<file path="src/rtl/irq_chain_pkg.sv">
package irq_chain_pkg;

   // Request kinds inside one channel, in priority order
   localparam int unsigned SRC_PER_CH = 3;
   localparam int unsigned KIND_RX    = 0;
   localparam int unsigned KIND_TX    = 1;
   localparam int unsigned KIND_EXT   = 2;

   // Two-bit kind field of the vector source code
   function automatic logic [1:0] kind_code(input int unsigned kind, input logic spec);
      logic [1:0] c;
      case (kind)
         KIND_TX:  c = 2'b00;
         KIND_EXT: c = 2'b01;
         default:  c = spec ? 2'b11 : 2'b10;
      endcase
      return c;
   endfunction

endpackage

</file>
<file path="src/rtl/irq_status_freeze.sv">
module irq_status_freeze #(
   parameter int unsigned WIDTH = 8
) (
   input  logic             clk_i,
   input  logic             rst_ni,
   input  logic             hold_i,
   input  logic [WIDTH-1:0] d_i,
   output logic [WIDTH-1:0] q_o
);

   always_ff @(posedge clk_i or negedge rst_ni) begin
      if (!rst_ni) begin
         q_o <= '0;
      end else if (!hold_i) begin
         q_o <= d_i;
      end
   end

endmodule

</file>
<file path="src/rtl/irq_prio_chain.sv">
module irq_prio_chain #(
   parameter int unsigned NSRC = 6
) (
   input  logic            iei_i,
   input  logic [NSRC-1:0] pend_i,
   input  logic [NSRC-1:0] ius_i,
   input  logic            relax_i,
   output logic            ieo_o,
   output logic [NSRC-1:0] grant_o,
   output logic [NSRC-1:0] svc_o
);

   // ena: chain seen by the outside (relaxable)
   // win: strict chain used for arbitration
   logic [NSRC:0] ena;
   logic [NSRC:0] win;

   assign ena[0] = iei_i;
   assign win[0] = iei_i;

   for (genvar k = 0; k < NSRC; k++) begin : g_link
      logic blk_pend;
      assign blk_pend   = pend_i[k] & ~relax_i;
      assign ena[k+1]   = ena[k] & ~ius_i[k] & ~blk_pend;
      assign win[k+1]   = win[k] & ~ius_i[k] & ~pend_i[k];
      assign grant_o[k] = win[k] & pend_i[k] & ~ius_i[k];
      assign svc_o[k]   = ena[k] & ius_i[k];
   end

   assign ieo_o = ena[NSRC];

endmodule

</file>
<file path="src/rtl/irq_opcode_mon.sv">
module irq_opcode_mon #(
   parameter int unsigned      OP_W   = 8,
   parameter logic [OP_W-1:0]  PFX_OP = 8'hED,
   parameter logic [OP_W-1:0]  RET_OP = 8'h4D
) (
   input  logic            clk_i,
   input  logic            rst_ni,
   input  logic            fetch_i,
   input  logic [OP_W-1:0] op_i,
   output logic            relax_o,
   output logic            ret_o
);

   logic            fetch_q;
   logic [OP_W-1:0] op_q;
   logic            pfx_q;
   logic            done;

   assign done = fetch_q & ~fetch_i;

   always_ff @(posedge clk_i or negedge rst_ni) begin
      if (!rst_ni) begin
         fetch_q <= 1'b0;
         op_q    <= '0;
         pfx_q   <= 1'b0;
      end else begin
         fetch_q <= fetch_i;
         if (fetch_i) begin
            op_q <= op_i;
         end
         if (done) begin
            pfx_q <= (op_q == PFX_OP);
         end
      end
   end

   assign relax_o = pfx_q;
   assign ret_o   = done & pfx_q & (op_q == RET_OP);

endmodule

</file>
<file path="src/rtl/irq_vec_mux.sv">
module irq_vec_mux
   import irq_chain_pkg::*;
#(
   parameter int unsigned NUM_CH   = 2,
   parameter int unsigned VEC_W    = 8,
   parameter int unsigned CODE_LSB = 1,
   localparam int unsigned NSRC    = NUM_CH * SRC_PER_CH,
   localparam int unsigned CH_W    = (NUM_CH > 1) ? $clog2(NUM_CH) : 1,
   localparam int unsigned CODE_W  = CH_W + 2
) (
   input  logic [VEC_W-1:0]  base_i,
   input  logic              sav_en_i,
   input  logic [NSRC-1:0]   src_i,
   input  logic [NUM_CH-1:0] spec_i,
   output logic [VEC_W-1:0]  vec_o
);

   logic [CODE_W-1:0] code_of [NSRC];
   logic [CODE_W-1:0] code_sel;

   for (genvar k = 0; k < NSRC; k++) begin : g_code
      localparam int unsigned CH   = k / SRC_PER_CH;
      localparam int unsigned KIND = k % SRC_PER_CH;
      localparam logic [CH_W-1:0] CH_TAG = CH_W'(NUM_CH - 1 - CH);
      assign code_of[k] = {CH_TAG, kind_code(KIND, spec_i[CH])};
   end

   always_comb begin
      code_sel = '0;
      for (int k = 0; k < NSRC; k++) begin
         if (src_i[k]) begin
            code_sel = code_sel | code_of[k];
         end
      end
   end

   always_comb begin
      vec_o = base_i;
      if (sav_en_i) begin
         vec_o[CODE_LSB +: CODE_W] = code_sel;
      end
   end

endmodule

</file>
<file path="src/rtl/irq_chain_ctrl.sv">
module irq_chain_ctrl
   import irq_chain_pkg::*;
#(
   parameter int unsigned     NUM_CH   = 2,
   parameter int unsigned     VEC_W    = 8,
   parameter int unsigned     CODE_LSB = 1,
   parameter int unsigned     OP_W     = 8,
   parameter logic [OP_W-1:0] PFX_OP   = 8'hED,
   parameter logic [OP_W-1:0] RET_OP   = 8'h4D,
   localparam int unsigned    NSRC     = NUM_CH * SRC_PER_CH
) (
   input  logic              clk_i,
   input  logic              rst_ni,
   input  logic [NSRC-1:0]   req_i,
   input  logic [NUM_CH-1:0] rx_spec_i,
   input  logic [VEC_W-1:0]  vec_base_i,
   input  logic              sav_en_i,
   input  logic              m1_ni,
   input  logic              iorq_ni,
   input  logic              rd_ni,
   input  logic [OP_W-1:0]   data_i,
   input  logic              iei_i,
   output logic              ieo_o,
   output logic              int_no,
   output logic [VEC_W-1:0]  vec_o,
   output logic              vec_oe_o
);

   localparam int unsigned CH_W   = (NUM_CH > 1) ? $clog2(NUM_CH) : 1;
   localparam int unsigned CODE_W = CH_W + 2;
   localparam int unsigned FRZ_W  = NSRC + NUM_CH;

   // Elaboration-time parameter checks
   if (NUM_CH < 2) begin : g_bad_ch
      $error("irq_chain_ctrl: NUM_CH must be at least 2");
   end
   if (CODE_LSB + CODE_W > VEC_W) begin : g_bad_code
      $error("irq_chain_ctrl: source code does not fit in the vector");
   end

   logic fetch;
   logic iack;
   logic iack_q;
   logic ack_start;

   assign fetch     = ~m1_ni & ~rd_ni & iorq_ni;
   assign iack      = ~m1_ni & ~iorq_ni;
   assign ack_start = iack & ~iack_q;

   // Frozen view of the request inputs
   logic [FRZ_W-1:0]  frz_q;
   logic [NSRC-1:0]   pend;
   logic [NUM_CH-1:0] spec;

   irq_status_freeze #(.WIDTH(FRZ_W)) u_freeze (
      .clk_i  (clk_i),
      .rst_ni (rst_ni),
      .hold_i (~m1_ni),
      .d_i    ({rx_spec_i, req_i}),
      .q_o    (frz_q)
   );

   assign pend = frz_q[NSRC-1:0];
   assign spec = frz_q[FRZ_W-1:NSRC];

   // Return-sequence decode
   logic relax;
   logic ret;

   irq_opcode_mon #(
      .OP_W   (OP_W),
      .PFX_OP (PFX_OP),
      .RET_OP (RET_OP)
   ) u_opmon (
      .clk_i   (clk_i),
      .rst_ni  (rst_ni),
      .fetch_i (fetch),
      .op_i    (data_i),
      .relax_o (relax),
      .ret_o   (ret)
   );

   // Priority chain
   logic [NSRC-1:0] ius_q;
   logic [NSRC-1:0] grant;
   logic [NSRC-1:0] svc;

   irq_prio_chain #(.NSRC(NSRC)) u_chain (
      .iei_i   (iei_i),
      .pend_i  (pend),
      .ius_i   (ius_q),
      .relax_i (relax),
      .ieo_o   (ieo_o),
      .grant_o (grant),
      .svc_o   (svc)
   );

   // Acknowledge capture and under-service latches
   logic [NSRC-1:0]   ack_src_q;
   logic [NUM_CH-1:0] ack_spec_q;
   logic [NSRC-1:0]   ius_set;
   logic [NSRC-1:0]   ius_clr;

   assign ius_set = ack_start ? grant : '0;
   assign ius_clr = ret ? svc : '0;

   always_ff @(posedge clk_i or negedge rst_ni) begin
      if (!rst_ni) begin
         iack_q     <= 1'b0;
         ack_src_q  <= '0;
         ack_spec_q <= '0;
         ius_q      <= '0;
      end else begin
         iack_q <= iack;
         ius_q  <= (ius_q & ~ius_clr) | ius_set;
         if (ack_start) begin
            ack_src_q  <= grant;
            ack_spec_q <= spec;
         end else if (!iack) begin
            ack_src_q  <= '0;
         end
      end
   end

   irq_vec_mux #(
      .NUM_CH   (NUM_CH),
      .VEC_W    (VEC_W),
      .CODE_LSB (CODE_LSB)
   ) u_vec (
      .base_i   (vec_base_i),
      .sav_en_i (sav_en_i),
      .src_i    (ack_src_q),
      .spec_i   (ack_spec_q),
      .vec_o    (vec_o)
   );

   assign vec_oe_o = iack & (|ack_src_q);
   assign int_no   = ~(|grant);

endmodule

</file>
<file path="config.mk">
export PLATFORM = sky130hd
export DESIGN_NAME = irq_chain_ctrl
export DESIGN_NICKNAME = d
export VERILOG_FILES = /design/src/rtl/irq_chain_pkg.sv /design/src/rtl/irq_status_freeze.sv /design/src/rtl/irq_prio_chain.sv /design/src/rtl/irq_opcode_mon.sv /design/src/rtl/irq_vec_mux.sv /design/src/rtl/irq_chain_ctrl.sv
export SDC_FILE = /design/constraint.sdc
export NUM_CORES = 1
export LEC_CHECK = 0
export BUFFER_PORTS_ARGS = -buffer_cell sky130_fd_sc_hd__buf_2
export CORE_MARGIN = 1
export CORE_UTILIZATION = 55
export DETAILED_ROUTE_END_ITERATION = 10
export MAX_ROUTING_LAYER = met4
export PLACE_DENSITY = 0.87
export SLEW_MARGIN = 0
export SYNTH_ARGS = -nofsm -noshare
export SYNTH_HDL_FRONTEND = slang
export SYNTH_SLANG_ARGS = --single-unit
</file>
<file path="constraint.sdc">
create_clock -name clk_i -period 3.72 [get_ports clk_i]
set_input_delay 0.558 -clock clk_i [delete_from_list [all_inputs] [get_ports clk_i]]
set_output_delay 0.558 -clock clk_i [all_outputs]
set_load 0.005 [all_outputs]
</file>
# --- Word level (Yosys, flattened, before mapping) ---
# Index checks and enable logic that the tools add are counted.
classes:
  eq_ne: 3
  mux: 12
  n_bitwise: 81
  reduce_logical: 2
op_table:
  columns: ["cell", "n"]
  rows:
  - ["$and A1 B1 Y1", 53]
  - ["$mux W6", 4]
  - ["$not A1 Y1", 24]
  - ["$mux W3", 5]
  - ["$reduce_or A6 Y1", 2]
  - ["$eq A8 B7 Y1 const B", 1]
  - ["$eq A8 B8 Y1 const B", 1]
  - ["$and A6 B6 Y6", 1]
  - ["$not A6 Y6", 1]
  - ["$or A6 B6 Y6", 1]
  - ["$mux W1", 3]
  - ["$or A3 B2 Y3", 1]
  - ["$ne A2 B1 Y1 const B", 1]
totals:
  register_bits: 33
  inputBits: 31
  output_inout_bits: 11
  elab_cells: 106

# --- Logic depth before layout (Yosys ltp) ---
depth:
  ltp_word: 17
  ltp_mapped: 6
  mapped_depth_nobuf: 4

# --- Hierarchy ---
# From an unflattened synthesis, not the netlist that was laid out.
unflattened:
  cells_unflattened: 139
  hier_area_um2: 1704.1
by_module_without_submodules:
  columns: ["mod", "instances", "cells_per_inst", "area_each_um2"]
  rows:
  - ["irq_chain_ctrl", 1, 53, 650.6]
  - ["irq_opcode_mon", 1, 27, 424.2]
  - ["irq_status_freeze", 1, 17, 331.6]
  - ["irq_prio_chain", 1, 27, 207.7]
  - ["irq_vec_mux", 1, 15, 90.1]

# --- Worst setup path before layout ---
# No wires, ideal clock.
synth_path:
  kind: "input-to-output"
  from: "input port iei_i"
  to: "output port ieo_o"
  arrival_ns: 1.499
  required_time_ns: 3.162
  path_slack_ns: 1.663
  stages: 3
  path_cell_list: "nor3b_1 o2111ai_1 a2111oi_0"
synth_via:
  elab_chain_cells: 12
synth_rtl:
  columns: ["element", "line", "text"]
  rows:
  - ["start, declared", "irq_chain_ctrl.sv:22", "input logic iei_i,"]
  - ["$and A1 B1 Y1 (12 in series)", "irq_prio_chain.sv:24", "assign ena[k+1] = ena[k] & ~ius_i[k] & ~blk_pend;"]
  - ["end, declared", "irq_chain_ctrl.sv:23", "output logic ieo_o,"]
# No other way between the ends.

# --- Worst setup path after layout ---
layout_path:
  from: "register ius_q[0]"
  to: "output port ieo_o"
layout_via:
  elab_chain_cells: 13
layout_rtl:
  columns: ["element", "line", "text"]
  rows:
  - ["start, declared", "irq_chain_ctrl.sv:84", "logic [NSRC-1:0] ius_q;"]
  - ["start signal, assigned", "irq_chain_ctrl.sv:115", "ius_q <= (ius_q & ~ius_clr) | ius_set;"]
  - ["$not A1 Y1", "irq_prio_chain.sv:24", null]
  - ["$and A1 B1 Y1 (12 in series)", "irq_prio_chain.sv:24", null]
# No other way between the ends.

==> results.toml <==
[logic_synthesis]
synth_top_family_by_area = "simple AND/OR/NAND/NOR gates"
yosys_warnings = 0
synth_compound_area_frac = 0.129
synth_edf_count = 0
syn_nets = 180
synthAdderAreaFrac = 0
async_flop_share = 1.00
syn_inst = 149
ys.flop_type = "dfrtp_1"
synth_xor_area_frac = 0
synth_area_um2 = 1560
muxShareOfSynthArea = 0.116
ys_types = 37
synthSimpleGateAreaFrac = 0.171
ys_ff_latch = 33
yosysSeqAreaShare = 0.530
avgSynthCellArea_um2 = 10.5

[cts]
htree_levels = 2
clock_sinks = 33
cts_setup_buffers = 0
cts_made_buffers = 5
insertion_delay_ps = 340
ctsHoldBuffers = 0
cts.path.max_buffers = 2
cts_resized = 0
cts_tree = "yes"
path_clk_slew_ps = 110
cts_root_buf = "clkbuf_4"

[global_routing]
grtUsageMet1 = 0.277
grt_use_met3 = 0.0726
met2_usage = 0.382
globalRouteTotalUtil = 0.237
grt_pass1_wl_um = 5460
grt_pass1_vias = 1252
antenna_found_initial = 0
grt_remaining_overflow = 0
grt_max_degree = 34
grt.busiest_layer = "met2"

[sta]
worst_pin_slew_ps = 711
post-route-period-util = 0.675
rsz0062_at_grt = "no"
setup_tns_ps = 0
drv_slew = 0
slew_headroom = 0.526
whs_ps = 250
fmax_ghz = 0.398
hold_viol = 0
period_minus_slack_ps = 2510
setup_violations = 0
fin_skew_ps = 13.2

[detailed_routing]
wirelength_um = 3110
route.detailed.drc = 0
antenna_left = 0
viasPerCell = 5.97
dr.pass1.iters = 4
drtIter0Drc = 39
num_vias = 1242
wl_per_cell_um = 14.9

[die]
die_h_um = 55.2
pin_count = 42
die_w_um = 55.2
dieArea_um2 = 3050
fp.coreArea_um2 = 2570
row_count = 18
start_util = 0.607

[cells_and_area]
syn_to_final_growth_pct = 13.4
instances_no_fill = 208
final_cell_mix = "dfrtp_1 (33), buf_2 (31), mux2_2 (16)"
multi_input_area_um2 = 648
seqCellArea_um2 = 826
fin_nets = 208
mostFrequentLayoutCell = "dfrtp_1"
drive_gt1_frac = 0.331
n_antenna_cell = 0
fillers = 213

[power_and_ir_drop]
power_density_nw_per_um2 = 431
ir_worst_vdd_v = 0.000338
p_total_mw = 0.762
p_leak_nw = 0.811

[worst_setup_path]
crit_chain = "nor3b_1 > o2111ai_1 > a2111oi_0 > buf_2"
worstPathArrival_ps = 1950
cp_slowest_cell = "dfrtp_1"
crit_fanout = 6
end_kind = "output pin"
cp.required_ps = 3160
start_kind = "flip-flop"
max_stage_delay_ps = 450
crit_type = "reg2out"

[flow_run]
drv_cap = 0

[placed_design]
numPlacedInstances = 200
numPortBuffers = 31
dp.final_hpwl_um = 2300
place_congestion = 0.889

[worst_hold_path]
hold_path.class = "in2async"

[run_status]
status = "finished clean"
-- layout make-up --
type / instances / share of cell area
clock inverter: 1 / 0.00283
tap: 30 / 0.0212
clock buffer: 7 / 0.0368
sequential: 33 / 0.467
inverter: 6 / 0.0127
timing repair buffer: 32 / 0.0921
multi-input combinational: 99 / 0.367
-- flip-flops by register name, indices dropped and copies added (netlist names) --
signal and flops:
u_opmon.fetch_q 1, u_opmon.op_q 8, ius_q 6, ack_src_q 6
iack_q 1, ack_spec_q 2, u_opmon.relax_o 1, u_freeze.q_o 8
-- worst paths after layout --
check | start | endpoint | slack (ps) | depth (start not counted)
worst max-delay path | ius_q[0] | ieo_o | 1210 | 4
min in group clk_i | req_i[0] | u_freeze.q_o[0] | 420 | 3
worst min-delay path | rst_ni | ius_q[3] | 250 | 1
worst min register to register | u_freeze.q_o[7] | u_freeze.q_o[7] | 510 | 1
worst max register to register | ius_q[0] | ius_q[5] | 1960 | 4
max in group asynchronous | rst_ni | u_opmon.op_q[6] | 3000 | 1
-- worst max-delay path, delay by kind of cell, from the launching register on --
kind	cells	cell delay, ps
AO/OA/AOI/OAI	2	640
AND/OR/NAND/NOR	1	340
buffers and inverters	1	180
flip-flops	1	450
-- cell families (layout without fill, tap and decap cells) --
kind of cell           count (synthesis)  count (layout)
and+or+nand+nor                       54              54
buffers and inverters                 17              46
muxes                                 16              16
AOI/OAI and AO/OA                     29              29
DFF                                   33              33
-- power by group --
group	switching, mW	total, mW	internal (mW)
Combinational	0.0469	0.102	0.0553
Clock	0.119	0.228	0.109
Sequential	0.0335	0.431	0.398
Total	0.199	0.762	0.562
-- stage by stage --
step                       util  setup WS (ps)  cell area [um^2]
after floorplan               -           1660              1560
after global placement    0.661           1370              1700
after detailed placement  0.661           1340              1700
after CTS                 0.688           1180              1770
after global routing      0.688            971              1770
final                     0.688           1210              1770
-- synth_stat cells, types with 2 or more instances --
master / n / area (um^2)
dfrtp_1: 33 / 826
mux2_2: 16 / 180
nand2_1: 14 / 52.6
nor2_1: 14 / 52.6
o21ai_0: 11 / 55.1
buf_4: 5 / 37.5
inv_1: 5 / 18.8
nand3_1: 5 / 25.0
nor3_1: 5 / 25.0
clkbuf_1: 4 / 15.0
nand2b_1: 4 / 25.0
o31ai_1: 3 / 22.5
a21oi_1: 2 / 10.0
nor3b_1: 2 / 15.0
o41ai_1: 2 / 17.5
or3_1: 2 / 12.5
or4_1: 2 / 15.0
-- layer usage --
| metal | up-vias | routed length, um |
|---|---|---|
| met2 | 63 | 1610 |
| met5 | - | 0 |
| met4 | 0 | 36 |
| met1 | 589 | 1200 |
| li1 | 582 | - |
| met3 | 8 | 251 |
No activity file was read; power rests on OpenSTA's default activity.
